<file path="src/rtl/bwp_pkg.sv">
package bwp_pkg;

    localparam int PTR_W  = 16;
    localparam int BYTE_W = 8;

    typedef enum logic [1:0] {
        OFF_PTR_LO = 2'd0,
        OFF_PTR_HI = 2'd1,
        OFF_SPARE  = 2'd2,
        OFF_DATA   = 2'd3
    } port_off_e;

    typedef struct packed {
        logic load_lo;
        logic load_hi;
        logic data_wr;
        logic data_rd;
        logic any_rd;
    } host_cmd_t;

    // Replace one byte lane of the pointer, keep the other.
    function automatic logic [PTR_W-1:0] merge_byte(
        input logic [PTR_W-1:0]  old_ptr,
        input logic [BYTE_W-1:0] b,
        input logic              upper
    );
        logic [PTR_W-1:0] r;
        r = old_ptr;
        if (upper) r[PTR_W-1:BYTE_W] = b;
        else       r[BYTE_W-1:0]     = b;
        return r;
    endfunction

    function automatic host_cmd_t decode_cmd(
        input logic [1:0] off,
        input logic       wr,
        input logic       rd
    );
        host_cmd_t c;
        c.load_lo = wr && (port_off_e'(off) == OFF_PTR_LO);
        c.load_hi = wr && (port_off_e'(off) == OFF_PTR_HI);
        c.data_wr = wr && (port_off_e'(off) == OFF_DATA);
        c.data_rd = rd && (port_off_e'(off) == OFF_DATA);
        c.any_rd  = rd;
        return c;
    endfunction

endpackage

</file>
<file path="src/rtl/bwp_ptr.sv">
module bwp_ptr
    import bwp_pkg::*;
(
    input  logic              clk,
    input  logic              rst,
    input  logic              load_lo,
    input  logic              load_hi,
    input  logic              clear,
    input  logic [BYTE_W-1:0] din,
    output logic [PTR_W-1:0]  ptr_q
);

    always_ff @(posedge clk) begin
        if (rst)          ptr_q <= '0;
        else if (clear)   ptr_q <= '0;
        else if (load_lo) ptr_q <= merge_byte(ptr_q, din, 1'b0);
        else if (load_hi) ptr_q <= merge_byte(ptr_q, din, 1'b1);
    end

endmodule

</file>
<file path="src/rtl/bwp_guard.sv">
module bwp_guard
    import bwp_pkg::*;
#(
    parameter int MEM_BYTES = 512,
    parameter int LOCK_BITS = 2,
    parameter int WIN_BASE  = 32'h20,
    parameter int WIN_BYTES = 16
) (
    input  logic [PTR_W-1:0]     ptr,
    input  logic [LOCK_BITS-1:0] lock,
    output logic                 access_ok
);

    localparam logic [31:0] LIMIT = 32'(MEM_BYTES);

    logic [31:0]          p32;
    logic [LOCK_BITS-1:0] win_closed;
    logic                 in_range;

    assign p32      = {{(32-PTR_W){1'b0}}, ptr};
    assign in_range = p32 < LIMIT;

    // One comparator pair per window; windows sit back to back.
    for (genvar i = 0; i < LOCK_BITS; i++) begin : g_win
        localparam logic [31:0] LO = 32'(WIN_BASE + i * WIN_BYTES);
        localparam logic [31:0] HI = 32'(WIN_BASE + (i + 1) * WIN_BYTES);
        assign win_closed[i] = lock[i] && (p32 >= LO) && (p32 < HI);
    end

    assign access_ok = in_range && (win_closed == '0);

endmodule

</file>
<file path="src/rtl/bwp_store.sv">
module bwp_store
    import bwp_pkg::*;
#(
    parameter int MEM_BYTES = 512,
    localparam int AW       = (MEM_BYTES > 1) ? $clog2(MEM_BYTES) : 1
) (
    input  logic              clk,
    input  logic              we,
    input  logic              re,
    input  logic [AW-1:0]     addr,
    input  logic [BYTE_W-1:0] wdata,
    output logic [BYTE_W-1:0] rdata_q
);

    logic [BYTE_W-1:0] mem [MEM_BYTES];

    always_ff @(posedge clk) begin
        if (we) mem[addr] <= wdata;
        if (re) rdata_q   <= mem[addr];
    end

endmodule

</file>
<file path="src/rtl/byte_window_port.sv">
module byte_window_port
    import bwp_pkg::*;
#(
    parameter int MEM_BYTES = 512,
    parameter int LOCK_BITS = 2,
    parameter int WIN_BASE  = 32'h20,
    parameter int WIN_BYTES = 16
) (
    input  logic                 clk,
    input  logic                 rst,
    input  logic [1:0]           host_off,
    input  logic                 host_wr,
    input  logic                 host_rd,
    input  logic [7:0]           host_wdata,
    output logic [7:0]           host_rdata,
    input  logic                 lock_we,
    input  logic [LOCK_BITS-1:0] lock_din
);

    localparam int AW = (MEM_BYTES > 1) ? $clog2(MEM_BYTES) : 1;

    host_cmd_t            cmd;
    logic [PTR_W-1:0]     ptr_q;
    logic [LOCK_BITS-1:0] lock_q;
    logic                 access_ok;
    logic                 rd_pass_q;
    logic [BYTE_W-1:0]    mem_q;

    assign cmd = decode_cmd(host_off, host_wr, host_rd);

    always_ff @(posedge clk) begin
        if (rst)          lock_q <= '0;
        else if (lock_we) lock_q <= lock_din;
    end

    bwp_ptr u_ptr (
        .clk     (clk),
        .rst     (rst),
        .load_lo (cmd.load_lo),
        .load_hi (cmd.load_hi),
        .clear   (cmd.data_wr),
        .din     (host_wdata),
        .ptr_q   (ptr_q)
    );

    bwp_guard #(
        .MEM_BYTES (MEM_BYTES),
        .LOCK_BITS (LOCK_BITS),
        .WIN_BASE  (WIN_BASE),
        .WIN_BYTES (WIN_BYTES)
    ) u_guard (
        .ptr       (ptr_q),
        .lock      (lock_q),
        .access_ok (access_ok)
    );

    bwp_store #(
        .MEM_BYTES (MEM_BYTES)
    ) u_store (
        .clk     (clk),
        .we      (cmd.data_wr && access_ok),
        .re      (cmd.data_rd && access_ok),
        .addr    (ptr_q[AW-1:0]),
        .wdata   (host_wdata),
        .rdata_q (mem_q)
    );

    // Remembers whether the last read may show the array byte.
    always_ff @(posedge clk) begin
        if (rst)             rd_pass_q <= 1'b0;
        else if (cmd.any_rd) rd_pass_q <= cmd.data_rd && access_ok;
    end

    assign host_rdata = rd_pass_q ? mem_q : 8'hFF;

endmodule

</file>
<file path="config.mk">
export PLATFORM = sky130hd
export DESIGN_NAME = byte_window_port
export DESIGN_NICKNAME = d
export VERILOG_FILES = /design/src/rtl/bwp_pkg.sv /design/src/rtl/bwp_ptr.sv /design/src/rtl/bwp_guard.sv /design/src/rtl/bwp_store.sv /design/src/rtl/byte_window_port.sv
export SDC_FILE = /design/constraint.sdc
export NUM_CORES = 2
export LEC_CHECK = 0
export CAP_MARGIN = 5
export CORE_ASPECT_RATIO = 0.9
export CORE_UTILIZATION = 29
export DETAILED_ROUTE_END_ITERATION = 7
export GPL_ROUTABILITY_DRIVEN = 0
export SYNTH_ARGS = -nofsm -noshare
export SYNTH_HDL_FRONTEND = slang
export SYNTH_HIERARCHICAL = 1
export SYNTH_SLANG_ARGS = --single-unit
</file>
<file path="constraint.sdc">
create_clock -name clk -period 3.4 [get_ports clk]
set_clock_uncertainty 0.15 [all_clocks]
set_input_delay 0.68 -clock clk [delete_from_list [all_inputs] [get_ports clk]]
set_output_delay 0.68 -clock clk [all_outputs]
set_load 0.03 [all_outputs]
</file>
# Yosys cells after proc, flatten, opt, wreduce, memory -nomap -nowiden
# Memories as Yosys holds them, arrays and structs flattened. A register that Yosys moved wholly into a read port is not among the register bits.
# Index checks and enable logic that the tools add are counted.
[op_classes] order_cmp=5 n_eq_ne=2 muxes=4 bitwise_logic=1 n_reduce_logical=15
[op_table] cell="greater-or-equal comparator 16 x 6 -> 1 bit, second input constant" n=2
[op_table] cell="less-than comparator 16 x 10 -> 1 bit, second input constant" n=1
[op_table] cell="less-than comparator 16 x 6 -> 1 bit, second input constant" n=1
[op_table] cell="less-than comparator 16 x 7 -> 1 bit, second input constant" n=1
[op_table] cell="2-to-1 mux 8 bit" n=2
[op_table] cell="logical AND 1 bit" n=11
[op_table] cell="logical NOT 2 bit" n=2
[op_table] cell="== test 2 x 1 -> 1 bit, second input constant" n=1
[op_table] cell="== test 2 bit, second input constant" n=1
[op_table] cell="2-to-1 mux 1 bit" n=2
[op_table] cell="AND reduction 2 bit" n=1
[op_table] cell="OR reduction 2 bit" n=1
[op_table] cell="inverter 1 bit" n=1
[totals] regBits=19 mem_bits_rw=4096 word_cells=32 memories=1
[mem_list] name="u_store.mem" depth=512 word_bits=8 read_ports=1 rd_ports_with_merged_regs=1 wr=1 line="bwp_store.sv:15" source="logic [BYTE_W-1:0] mem [MEM_BYTES];"

# Logic depth before layout (Yosys ltp)
[depth] ltp_word=8 mapped_depth=13

# Modules after synthesis
# The synthesis kept the hierarchy.
[by_module_without_submodules] mod="bwp_store" instances=1 cells_each=7575 area_each_um2=158439.5 seq_area_each_um2=123238.2
[by_module_without_submodules] mod="bwp_ptr" instances=1 cells_each=64 area_each_um2=596.8 seq_area_each_um2=320.3
[by_module_without_submodules] mod="byte_window_port" instances=1 cells_each=22 area_each_um2=201.4 seq_area_each_um2=60.1
[by_module_without_submodules] mod="bwp_guard" instances=1 cells_each=5 area_each_um2=41.3 seq_area_each_um2=0.0

# Worst setup path before layout
# OpenSTA, ideal clock, no wires.
[synth_timing] kind="register -> register" from="register u_ptr.ptr_q[0]" to="memory u_store.mem[463][0], enable pin" setup_time_ps=370 arrival_time_ps=2419 required_time_ps=2880 setup_slack_ps=461 path_stages_with_launch=11 path_buffers=8 cell_sequence="dfxtp_1 buf_6 buf_12 buf_6 buf_6 buf_4 buf_2 buf_2 nand4_1 clkbuf_1 nor2_1"
[synth_between] elab_chain_len=8 elab_cells_between_ends=14 classes_between="5 x order compare; 2 x mux; 7 x reduce/logical"
[synth_rtl] item="start: declaration" line="bwp_ptr.sv:10" source="output logic [PTR_W-1:0] ptr_q"
[synth_rtl] item="start signal: assignment" line="bwp_ptr.sv:16" source="else if (load_lo) ptr_q <= merge_byte(ptr_q, din, 1'b0);"
[synth_rtl] item="start signal: assignment" line="bwp_ptr.sv:17" source="else if (load_hi) ptr_q <= merge_byte(ptr_q, din, 1'b1);"
[synth_rtl] item="greater-or-equal comparator 16 x 6 -> 1 bit" line="bwp_guard.sv:27" source="assign win_closed[i] = lock[i] && (p32 >= LO) && (p32 < HI);"
[synth_rtl] item="logical AND 1 bit (2 in series)" line="bwp_guard.sv:27"
[synth_rtl] item="logical NOT 2 bit" line="bwp_guard.sv:30" source="assign access_ok = in_range && (win_closed == '0);"
[synth_rtl] item="logical AND 1 bit" line="bwp_guard.sv:30"
[synth_rtl] item="logical AND 1 bit" line="byte_window_port.sv:61" source=".we (cmd.data_wr && access_ok),"
[synth_rtl] item="2-to-1 mux 1 bit" line="bwp_store.sv:18" source="if (we) mem[addr] <= wdata;"
[synth_rtl] item="2-to-1 mux 1 bit (not written as such)" line="bwp_store.sv:18"
[synth_rtl] item="end: declaration" line="bwp_store.sv:15"
# Several ways; a longest one is shown, not always the timed one.

# Final worst setup path
[layout_timing] from="register u_ptr.ptr_q[0]" to="register u_store.rdata_q[1] (read register of u_store.mem) (data pin)"
[layout_between] elab_chain_len=6 elab_cells_between_ends=12 classes_between="5 x order compare; 7 x reduce/logical"
[layout_rtl] item="greater-or-equal comparator 16 x 6 -> 1 bit" line="bwp_guard.sv:27"
[layout_rtl] item="logical AND 1 bit (2 in series)" line="bwp_guard.sv:27"
[layout_rtl] item="logical NOT 2 bit" line="bwp_guard.sv:30"
[layout_rtl] item="logical AND 1 bit" line="bwp_guard.sv:30"
[layout_rtl] item="logical AND 1 bit" line="byte_window_port.sv:62" source=".re (cmd.data_rd && access_ok),"
[layout_rtl] item="end: declaration" line="bwp_store.sv:12" source="output logic [BYTE_W-1:0] rdata_q"
# Several ways; a longest one is shown, not always the timed one.
# A chain may end at the register's enable or synchronous reset.

==> impl_results.md <==
- MaxCap Viol Count: 0
- Normalized max-slew margin: 0.258
- CTS tree: done
- Mapped Cells: 7,666
- Seq/Total Area, Yosys: 0.776
- Area Growth Syn to Fin: 23.9%
- Vias in the first global route: 86,839
- Synth Register Bits: 4,123
- Number of synthesized flops with an enable pin: 4,104
- Post-synthesis async set-or-reset flop share: 0
- Hold WS: 69.4 ps
- Layout cells sized above 1: 0.346
- Ports: 25
- Worst-path clk slew: 60 ps
- Outcome: finished, violations left
- Root buf cell: clkbuf_16
- Worst r2r src: u_ptr/ptr_q[0]
- Sum Neg Setup Slack: -1520 ps
- Routed WL: 477,000 um
- CP Class: flip-flop to flip-flop
- Num CTS Buffers: 422
- Drt wl/cell: 28.1 um
- Sink Count: 4,123
- Via count: 87,960
- Deepest clock path buffer count: 4
- Total Routing Usage GR: 0.165
- Die Width: 783 um
- Global-route wire length before repair: 661,000 um
- Synth area leaders: edfxtp_1, mux4_2, mux2i_1, nor2_1, a22oi_1
- Worst skew pair latency: 970 ps
- H-tree depth: 5
- Critical path launch point type: flip-flop
- Initial core utilization: 0.292
- Rows: 257
- Commonest cells post-synth: edfxtp_1, mux4_2, nor2_1
- Actual slew at the worst max-slew pin: 1110 ps
- Setup slack after layout: -249 ps
- Minimum clock period: 3650 ps
- Antenna Nets Post-Route: 0
- Pwr per Cell Area: 537 nW/um^2
- Area leader, netlist: edfxtp_1
- Prevailing post-synth register cell: edfxtp_1
- Max Freq: 274 MHz
- Max Fanout on Critical Path: 25
- Drt first-iter violations: 11,801
- Port Buffers: 24
- Die Area: 552,000 um^2
- CP Capture Type: flip-flop
- Grt total ovfl: 0
- Initial antenna violation count: 28
- Die Span Y: 705 um
- Share of the synthesized area in the top cell type: 0.774
- Post-detail-place hpwl: 320,000 um
- Via density: 5.19
- Number of remaining DRC errors: 0
- DR pass1 iterations: 6
- Syn_area_per_cell: 20.8 um^2
- Largest net degree at the start of global routing: 117
- P_leak: 61.9 nW
- Syn nets: 7,683
- Fin. Hold Viols: 0
- Failing checks: setup timing
- Critical Path RT: 3990 ps
- Layout Nets: 9,334
- Ys Warns: 6
- Worst setup path startpoint: u_ptr/ptr_q[0]
- Yosys cell types: 76
- Top-count cell post-synth: edfxtp_1
- RSZ-0062 raised after global routing: yes
- Cell Area, Synth: 159,000 um^2
- Core area: 546,000 um^2
- Hold Crit Class: primary input to flip-flop
- Setup Viol. Count Final: 8
- Period Utilization, post-route: 1.07
- Critical Path AT: 4240 ps
- Max Slew Vio Count: 0
- HP Start: host_wdata[5]
- Peak supply drop: 0.409 mV
[final cells by class]
| cell class | instances | area [um^2] |
|---|---|---|
| repair buffers | 1715 | 16400 |
| inverters | 4 | 20.0 |
| flip-flops and latches | 4123 | 124000 |
| diodes | 21 | 52.6 |
| clock inverters | 282 | 3000 |
| multi-input cells | 3051 | 34400 |
| fillers | 49476 | 348000 |
| clock buffers | 496 | 10900 |
| well taps | 7252 | 9070 |
[routing by layer]
metal | global-route usage | routed length (um) | vias up
met3 | 0.0390 | 51900 | 738
li1 | - | - | 35457
met2 | 0.255 | 217000 | 4854
met4 | 0.0510 | 15700 | 10
met1 | 0.231 | 192000 | 46901
met5 | 0.00199 | 64 | -
[placed cells by master (no fill, tap or decap), types with 14 or more instances in the layout]
cell           n
clkbuf_1      73
nand3_1       39
a32oi_1       26
bufinv_16     51
buf_4       1415
o211ai_1      14
a211oi_1      32
a21oi_1       75
mux4_2       816
edfxtp_1    4104
nor2_1       532
clkinv_1     103
buf_8         15
diode_2       21
and3_1        24
clkinvlp_4    16
and2_1        17
nand2_1      140
o21ai_0       40
o22ai_1      112
a31oi_1       61
nor2_2        23
nand4_1       47
buf_12       190
clkbuf_16    434
a22oi_2       15
a221oi_1      72
mux2_2        18
mux2i_1      427
buf_6         36
nor2b_1       21
clkinv_2      81
buf_16        26
a22o_1        45
nor4_1        21
a22oi_1      166
a221oi_2      17
[worst max-delay path: stages (launching register included)]
cell and delay (ps):
dfxtp_4 370, buf_12 160, buf_16 190, buf_12 250, mux4_2 530, nand2_1 80
a21oi_1 280, nor4_4 440, buf_4 180, nand4b_1 100, nor4_2 320, buf_4 190
nand4_1 80
[final timing paths]
path / to / slack, ps / cells past startpoint
min reg2reg: u_ptr/ptr_q[13] / 310 / 2
max: u_store/rdata_q[1] / -250 / 12
min: u_store/mem[364][5] / 70 / 1
max reg2reg: u_store/rdata_q[1] / -250 / 12
[state kept, by name, summed over array words and instances, names as in the netlist]
name             flops
u_store/mem       4096
u_ptr/ptr_q         16
u_store/rdata_q      8
lock_q               2
rd_pass_q            1
[cells by family (layout without fill, tap and decap cells)]
logic type,after synthesis,in the layout,synth area share
AO/OA/AOI/OAI,768,768,0.0345
buffers and inverters,492,2497,0.0161
flip-flops,4123,4123,0.776
multiplexers,1279,1279,0.145
other,0,21,0
AND/OR/NAND/NOR,1004,1004,0.0287
[where the power goes]
part	total (W)	internal, W	switching [W]
logic	0.00380	0.00139	0.00241
registers	0.0559	0.0559	0.0000186
clock network	0.0464	0.0268	0.0196
[stage by stage]
| stage | total power [W] | utilization | setup WS [ps] | std cells | instance area, um^2 |
|---|---|---|---|---|---|
| final | 0.106 | 0.362 | -249 | 16944 | 197000 |
| after global routing | 0.109 | 0.362 | -294 | 16937 | 197000 |
| after CTS | 0.106 | 0.359 | -292 | 16862 | 196000 |
| after detailed placement | 0.0606 | 0.331 | -1290 | 16038 | 181000 |
| after global placement | 0.0605 | 0.331 | -1480 | 16036 | 181000 |
| after floorplan | 0.0583 | - | 461 | 7666 | 159000 |
[what timing repair did]
item	4_1_cts	5_1_grt
gates cloned	6	11
hold endpoints to repair	45	0
hold buffers	2	0
pin swaps	28	34
endpoints found under the setup margin	447	135
resized for setup	155	134
buffers inserted	44	52
Note: power is estimated with default switching activity, not from simulation.
